[config.mk]
export PLATFORM = sky130hd
export DESIGN_NAME = dma_csr_top
export DESIGN_NICKNAME = d
export VERILOG_FILES = /design/src/rtl/dma_csr_pkg.sv /design/src/rtl/dma_csr_decode.sv /design/src/rtl/dma_csr_channel.sv /design/src/rtl/dma_csr_top.sv
export SDC_FILE = /design/constraint.sdc
export NUM_CORES = 1
export LEC_CHECK = 0
export ABC_CLOCK_PERIOD_IN_PS = 3300
export BUFFER_PORTS_ARGS = -buffer_cell sky130_fd_sc_hd__buf_4
export CORE_MARGIN = 4
export CORE_UTILIZATION = 41
export CTS_BUF_LIST = sky130_fd_sc_hd__clkbuf_4 sky130_fd_sc_hd__clkbuf_8
export DETAILED_ROUTE_END_ITERATION = 8
export GPL_ROUTABILITY_DRIVEN = 1
export GPL_TIMING_DRIVEN = 0
export HOLD_SLACK_MARGIN = 0.08
export SLEW_MARGIN = 20
export SYNTH_ARGS = -nofsm -noshare
export SYNTH_HDL_FRONTEND = slang
export SYNTH_HIERARCHICAL = 1
export SYNTH_SLANG_ARGS = --single-unit
[constraint.sdc]
create_clock -name clk -period 3.3 [get_ports clk]
set_input_delay 0.495 -clock clk [delete_from_list [all_inputs] [get_ports clk]]
set_output_delay 0.495 -clock clk [all_outputs]
set_load 0.01 [all_outputs]
[src/rtl/dma_csr_pkg.sv]
package dma_csr_pkg;

    localparam int unsigned NCH       = 2;
    localparam int unsigned DATA_W    = 32;
    localparam int unsigned WIN_BYTES = 48;
    localparam int unsigned IRQ_W     = 3;
    localparam int unsigned IRQ_LSB   = 12;

    localparam int unsigned RUN_BIT  = 0;
    localparam int unsigned TAIL_BIT = 1;
    localparam int unsigned SRST_BIT = 2;

    localparam logic [DATA_W-1:0] CTRL_INIT = 32'h0001_0000;

    typedef enum logic [2:0] {
        RS_CTRL,
        RS_STAT,
        RS_CUR,
        RS_TAIL,
        RS_NONE
    } reg_sel_e;

    typedef struct packed {
        logic [IRQ_W-1:0] pend;
        logic             idle;
        logic             halted;
    } chan_stat_t;

    localparam chan_stat_t STAT_INIT = '{pend: '0, idle: 1'b0, halted: 1'b1};

    function automatic logic [DATA_W-1:0] pack_stat(input chan_stat_t s);
        logic [DATA_W-1:0] w;
        w = '0;
        w[0] = s.halted;
        w[1] = s.idle;
        w[IRQ_LSB +: IRQ_W] = s.pend;
        return w;
    endfunction

endpackage

[src/rtl/dma_csr_decode.sv]
module dma_csr_decode
    import dma_csr_pkg::*;
#(
    parameter int unsigned ADDR_W = 8
) (
    input  logic [ADDR_W-1:0] addr,
    output logic              ch,
    output reg_sel_e          sel
);
    localparam logic [ADDR_W-1:0] WIN = ADDR_W'(WIN_BYTES);

    logic [ADDR_W-1:0] win_no;
    logic [ADDR_W-1:0] word_no;

    always_comb begin
        win_no  = addr / WIN;
        word_no = (addr % WIN) >> 2;
        ch      = ((win_no & ADDR_W'(1)) != '0);
        unique case (word_no)
            ADDR_W'(0): sel = RS_CTRL;
            ADDR_W'(1): sel = RS_STAT;
            ADDR_W'(2): sel = RS_CUR;
            ADDR_W'(4): sel = RS_TAIL;
            default:    sel = RS_NONE;
        endcase
    end
endmodule

[src/rtl/dma_csr_channel.sv]
module dma_csr_channel
    import dma_csr_pkg::*;
(
    input  logic              clk,
    input  logic              rst,
    input  logic              wr_en,
    input  logic              rd_en,
    input  reg_sel_e          sel,
    input  logic [DATA_W-1:0] wdata,
    output logic [DATA_W-1:0] rdata,
    input  logic              ev_halt,
    input  logic              ev_idle,
    input  logic [IRQ_W-1:0]  ev_irq,
    output logic              irq_o,
    output logic              start_o
);
    logic [DATA_W-1:0] ctrl_q, ctrl_d;
    logic [DATA_W-1:0] cur_q, cur_d;
    logic [DATA_W-1:0] tail_q, tail_d;
    chan_stat_t        stat_q, stat_d;
    logic              srst_q, srst_d;
    logic              start_q, start_d;
    logic              running;

    assign running = ctrl_q[RUN_BIT] && !stat_q.halted;

    always_comb begin
        ctrl_d  = ctrl_q;
        cur_d   = cur_q;
        tail_d  = tail_q;
        stat_d  = stat_q;
        srst_d  = srst_q;
        start_d = 1'b0;

        if (rd_en && sel == RS_CTRL)
            srst_d = 1'b0;

        if (wr_en) begin
            unique case (sel)
                RS_CTRL: begin
                    if (wdata[SRST_BIT] || srst_q) begin
                        ctrl_d = CTRL_INIT;
                        stat_d = STAT_INIT;
                        srst_d = 1'b1;
                    end else begin
                        ctrl_d = wdata;
                        ctrl_d[TAIL_BIT] = 1'b1;
                        if (wdata[RUN_BIT]) begin
                            stat_d.halted = 1'b0;
                            stat_d.idle   = 1'b0;
                        end
                    end
                end
                RS_STAT: stat_d.pend = stat_q.pend & ~wdata[IRQ_LSB +: IRQ_W];
                RS_CUR:  cur_d = wdata;
                RS_TAIL: begin
                    tail_d      = wdata;
                    stat_d.idle = 1'b0;
                    start_d     = running;
                end
                default: ;
            endcase
        end

        // datapath events take priority over software clears
        if (ev_halt) stat_d.halted = 1'b1;
        if (ev_idle) stat_d.idle   = 1'b1;
        stat_d.pend = stat_d.pend | ev_irq;
    end

    always_ff @(posedge clk) begin
        if (rst) begin
            ctrl_q  <= CTRL_INIT;
            stat_q  <= STAT_INIT;
            cur_q   <= '0;
            tail_q  <= '0;
            srst_q  <= 1'b0;
            start_q <= 1'b0;
        end else begin
            ctrl_q  <= ctrl_d;
            stat_q  <= stat_d;
            cur_q   <= cur_d;
            tail_q  <= tail_d;
            srst_q  <= srst_d;
            start_q <= start_d;
        end
    end

    always_comb begin
        unique case (sel)
            RS_CTRL: rdata = ctrl_q;
            RS_STAT: rdata = pack_stat(stat_q);
            RS_CUR:  rdata = cur_q;
            RS_TAIL: rdata = tail_q;
            default: rdata = '0;
        endcase
    end

    assign irq_o   = |(stat_q.pend & ctrl_q[IRQ_LSB +: IRQ_W]);
    assign start_o = start_q;
endmodule

[src/rtl/dma_csr_top.sv]
module dma_csr_top
    import dma_csr_pkg::*;
#(
    parameter int unsigned ADDR_W = 8
) (
    input  logic                 clk,
    input  logic                 rst,
    input  logic                 bus_valid,
    output logic                 bus_ready,
    input  logic                 bus_write,
    input  logic [ADDR_W-1:0]    bus_addr,
    input  logic [31:0]          bus_wdata,
    output logic [31:0]          bus_rdata,
    input  logic [1:0]           ev_halt,
    input  logic [1:0]           ev_idle,
    input  logic [5:0]           ev_irq,
    output logic [1:0]           irq,
    output logic [1:0]           start
);
    logic        ch;
    reg_sel_e    sel;
    logic [DATA_W-1:0] rd_ch [NCH];

    assign bus_ready = 1'b1;

    dma_csr_decode #(.ADDR_W(ADDR_W)) u_dec (
        .addr (bus_addr),
        .ch   (ch),
        .sel  (sel)
    );

    for (genvar c = 0; c < NCH; c++) begin : g_ch
        logic hit;
        assign hit = bus_valid && (ch == c[0]);

        dma_csr_channel u_chan (
            .clk     (clk),
            .rst     (rst),
            .wr_en   (hit && bus_write),
            .rd_en   (hit && !bus_write),
            .sel     (sel),
            .wdata   (bus_wdata),
            .rdata   (rd_ch[c]),
            .ev_halt (ev_halt[c]),
            .ev_idle (ev_idle[c]),
            .ev_irq  (ev_irq[c*IRQ_W +: IRQ_W]),
            .irq_o   (irq[c]),
            .start_o (start[c])
        );
    end

    assign bus_rdata = rd_ch[ch];
endmodule

==> flow_summary.ini <==
[placement]
io_buffers = 85
placed_cells = 1637
place_congestion = 0.881
pre_cts_slack_ns = -0.749
hpwlAfterDp_um = 23700

[detailed_routing]
wl_met1_um = 15100
top_layer_used = met4
route.detailed.drc = 0
avgViaCountPerCell = 5.55
avgRoutedWirePerCell_um = 19.5
dr_wl_met2_um = 15500
dr_total_vias = 9612
dr.first_iter.drc_count = 836
wl_met3_um = 2210
wirelength_um = 33700
detail-route-antenna-nets = 0
drt_pre_antenna_iters = 5

[critical_path]
path_cells = buf_8 > buf_6 > nand2b_4 > o32ai_4 > nor3_2 > nor3_2 > buf_4 > buf_6 > buf_12 > mux4_2 > nor2b_4 > mux2_4 > buf_6
slowest_stage = mux4_2
cp.arrival_ns = 2.87
crit_path_max_incr_delay_ns = 0.52
crit_fanout = 5
regToRegSetupSlack_ns = 1.64
critPathCaptureType = primary output
cp-start-kind = primary input
reg2reg_depth = 4
critPathMostFrequentCell = buf_6
crit_required_ns = 2.80
crit_type = in2out

[grt]
first_global_vias = 9136
grt_pass1_wl_um = 50200
grtUsageTotal_pct = 23.8
antenna_found_initial = 0
grt_max_degree = 15
grt-ovfl-total = 0

[finish]
fin_cells = 1731
antenna_cells = 0
nNetsFinal = 1436
multiInputGateArea_sq_um = 5800
fillers = 2293
drive_above_1_share_pct = 29.1
layout_common_cells = nand2_1, dfxtp_1, a21oi_1
area_growth_pct = 29.2
layout_commonest_cell = nand2_1
regArea_sq_um = 4120

[synthesis]
synthAdderAreaFrac_pct = 0.0992
synth_edf_count = 0
synth_xor_area_share_pct = 0.260
ys_ff_latch = 206
synth_cell_type_count = 52
synth-main-ff-cell = dfxtp_1
synth_compound_gate_area_share_pct = 17.4
synth_warnings = 6
avgSynthCellArea_sq_um = 8.22
synthMuxAreaShare_pct = 12.1
syn_area_sq_um = 10100
synthArstFlopShare_pct = 0
synth-simple-area-share_pct = 22.3
synth_top_family_by_area = simple AND/OR/NAND/NOR gates
seq_area_frac_synth_pct = 40.9
syn_inst = 1228
synth_nets = 1282

[floorplanning]
rows = 57
initial_utilization_pct = 41.6
core-area_sq_um = 24200
die_x_um = 165
dieArea_sq_um = 27200
ios = 91
die_y_um = 165

[clocking]
cts_buffers = 38
cts_max_level = 2
cts_sinks = 206
clkTransAtPathRegs_ns = 0.06
worstSkewPairLatency_ns = 0.54
clockBufferDepth = 3
clockRootBuffer = clkbuf_8
cts_tree = built

[pwr]
finalPower_w = 0.00583
ir_worst_vdd_mv = 0.256
power_density_nw_per_um2 = 447
p_leak_nw = 4.55

[sta]
rsz0062_at_grt = yes
slew_headroom_pct = 54.0
layout_min_cycle_time_ns = 3.36
skew_ns = 0.0260
tightest_slew_ns = 0.689
layout_setup_ws_ns = -0.0630
finalHoldViolCount = 0
fmax_ghz = 0.297
setup_viol = 6
slew_violations = 0
finalCritPeriodShare_pct = 102

[worst_hold_path]
hold_depth = 3
hp-class = in2reg

[flow_run]
cap_violations = 0

[run_status]
status = complete, but fails checks
violations = negative setup slack
-- state kept, by name (all words and copies together) (netlist names) --
signal	flops
g_ch.u_chan/cur_q	64
g_ch.u_chan/ctrl_q	64
g_ch.u_chan/tail_q	64
g_ch.u_chan/stat_q	10
g_ch.u_chan/srst_q	2
g_ch.u_chan/start_o	2
-- cells in the mapped netlist (3+ instances only) --
| cell | n | area [sq um] |
|---|---|---|
| buf_4 | 6 | 45.0 |
| mux4_2 | 10 | 225 |
| or2_2 | 56 | 350 |
| nand2_1 | 312 | 1170 |
| nor2b_1 | 10 | 62.6 |
| mux2_4 | 26 | 390 |
| o211ai_1 | 4 | 30.0 |
| nor4b_1 | 8 | 70.1 |
| mux2i_1 | 54 | 541 |
| inv_1 | 18 | 67.6 |
| nor3_1 | 10 | 50.1 |
| nor3b_1 | 3 | 22.5 |
| nor2_1 | 71 | 267 |
| buf_6 | 16 | 180 |
| a21oi_1 | 193 | 966 |
| clkbuf_1 | 66 | 248 |
| nand2b_1 | 6 | 37.5 |
| dfxtp_1 | 206 | 4120 |
| nand3_1 | 3 | 15.0 |
| and3b_1 | 5 | 43.8 |
| buf_1 | 4 | 15.0 |
| o41ai_1 | 6 | 52.6 |
| o21ai_0 | 4 | 20.0 |
| a32oi_1 | 60 | 526 |
| buf_2 | 20 | 100 |
| mux2_2 | 6 | 67.6 |
-- critical path, delay by kind of cell --
family	cells	cell delay [ns]
multiplexers	2	0.81
buffers and inverters	6	0.77
AO/OA/AOI/OAI	1	0.23
AND/OR/NAND/NOR	4	0.55
-- cell type report --
| class | instances | share of cell area (%) |
|---|---|---|
| tap | 324 | 3.11 |
| clock buffer | 60 | 5.52 |
| sequential | 206 | 31.6 |
| inverter | 18 | 0.518 |
| timing repair buffer | 114 | 8.25 |
| clock inverter | 5 | 0.259 |
| multi-input combinational | 890 | 44.5 |
| buffer | 114 | 6.24 |
-- power breakdown --
part / internal, W / switching (W)
sequential: 0.00251 / 0.0000172
combinational: 0.000361 / 0.000481
clock: 0.00138 / 0.00108
-- cell families (layout without fill, tap and decap cells) --
family          count (synthesis)  count (layout)
simple gates                  501             501
compound gates                288             288
flops                         206             206
buf+inv                       132             311
mux                            96              96
xor+xnor                        3               3
fa+ha+maj                       1               1
other cells                     1               1
-- routing by layer --
metal  vias up  GRT usage [%]
li1       4551              -
met3        57           3.82
met4         0           7.94
met5         -              0
met1      4655           32.4
met2       349           38.7
-- metrics by stage --
step	instance area, sq um	TNS (ns)	hold WS [ns]	util [%]
after floorplan	10100	0	0.415	-
after global placement	11100	-19.92	0.438	46.0
after detailed placement	11100	-21.99	0.446	46.0
after CTS	12500	-0.487	0.156	51.4
after global routing	13000	-0.845	0.180	53.8
final	13000	-0.193	0.176	53.8
-- final timing paths --
check | start | endpoint
max | bus_addr[7] | bus_rdata[13]
min | ev_halt[1] | g_ch[1].u_chan/stat_q[0]
max reg2reg | g_ch[1].u_chan/srst_q | g_ch[1].u_chan/ctrl_q[24]
min reg2reg | g_ch[1].u_chan/cur_q[22] | g_ch[1].u_chan/cur_q[22]
-- repair_timing --
action,in CTS,in global routing
setup endpoints to repair,32,32
hold buffers,0,0
resized for setup,97,114
pin swaps,11,36
setup buffers,17,6
cloned,1,5
No activity file was read; power rests on OpenSTA's default activity.
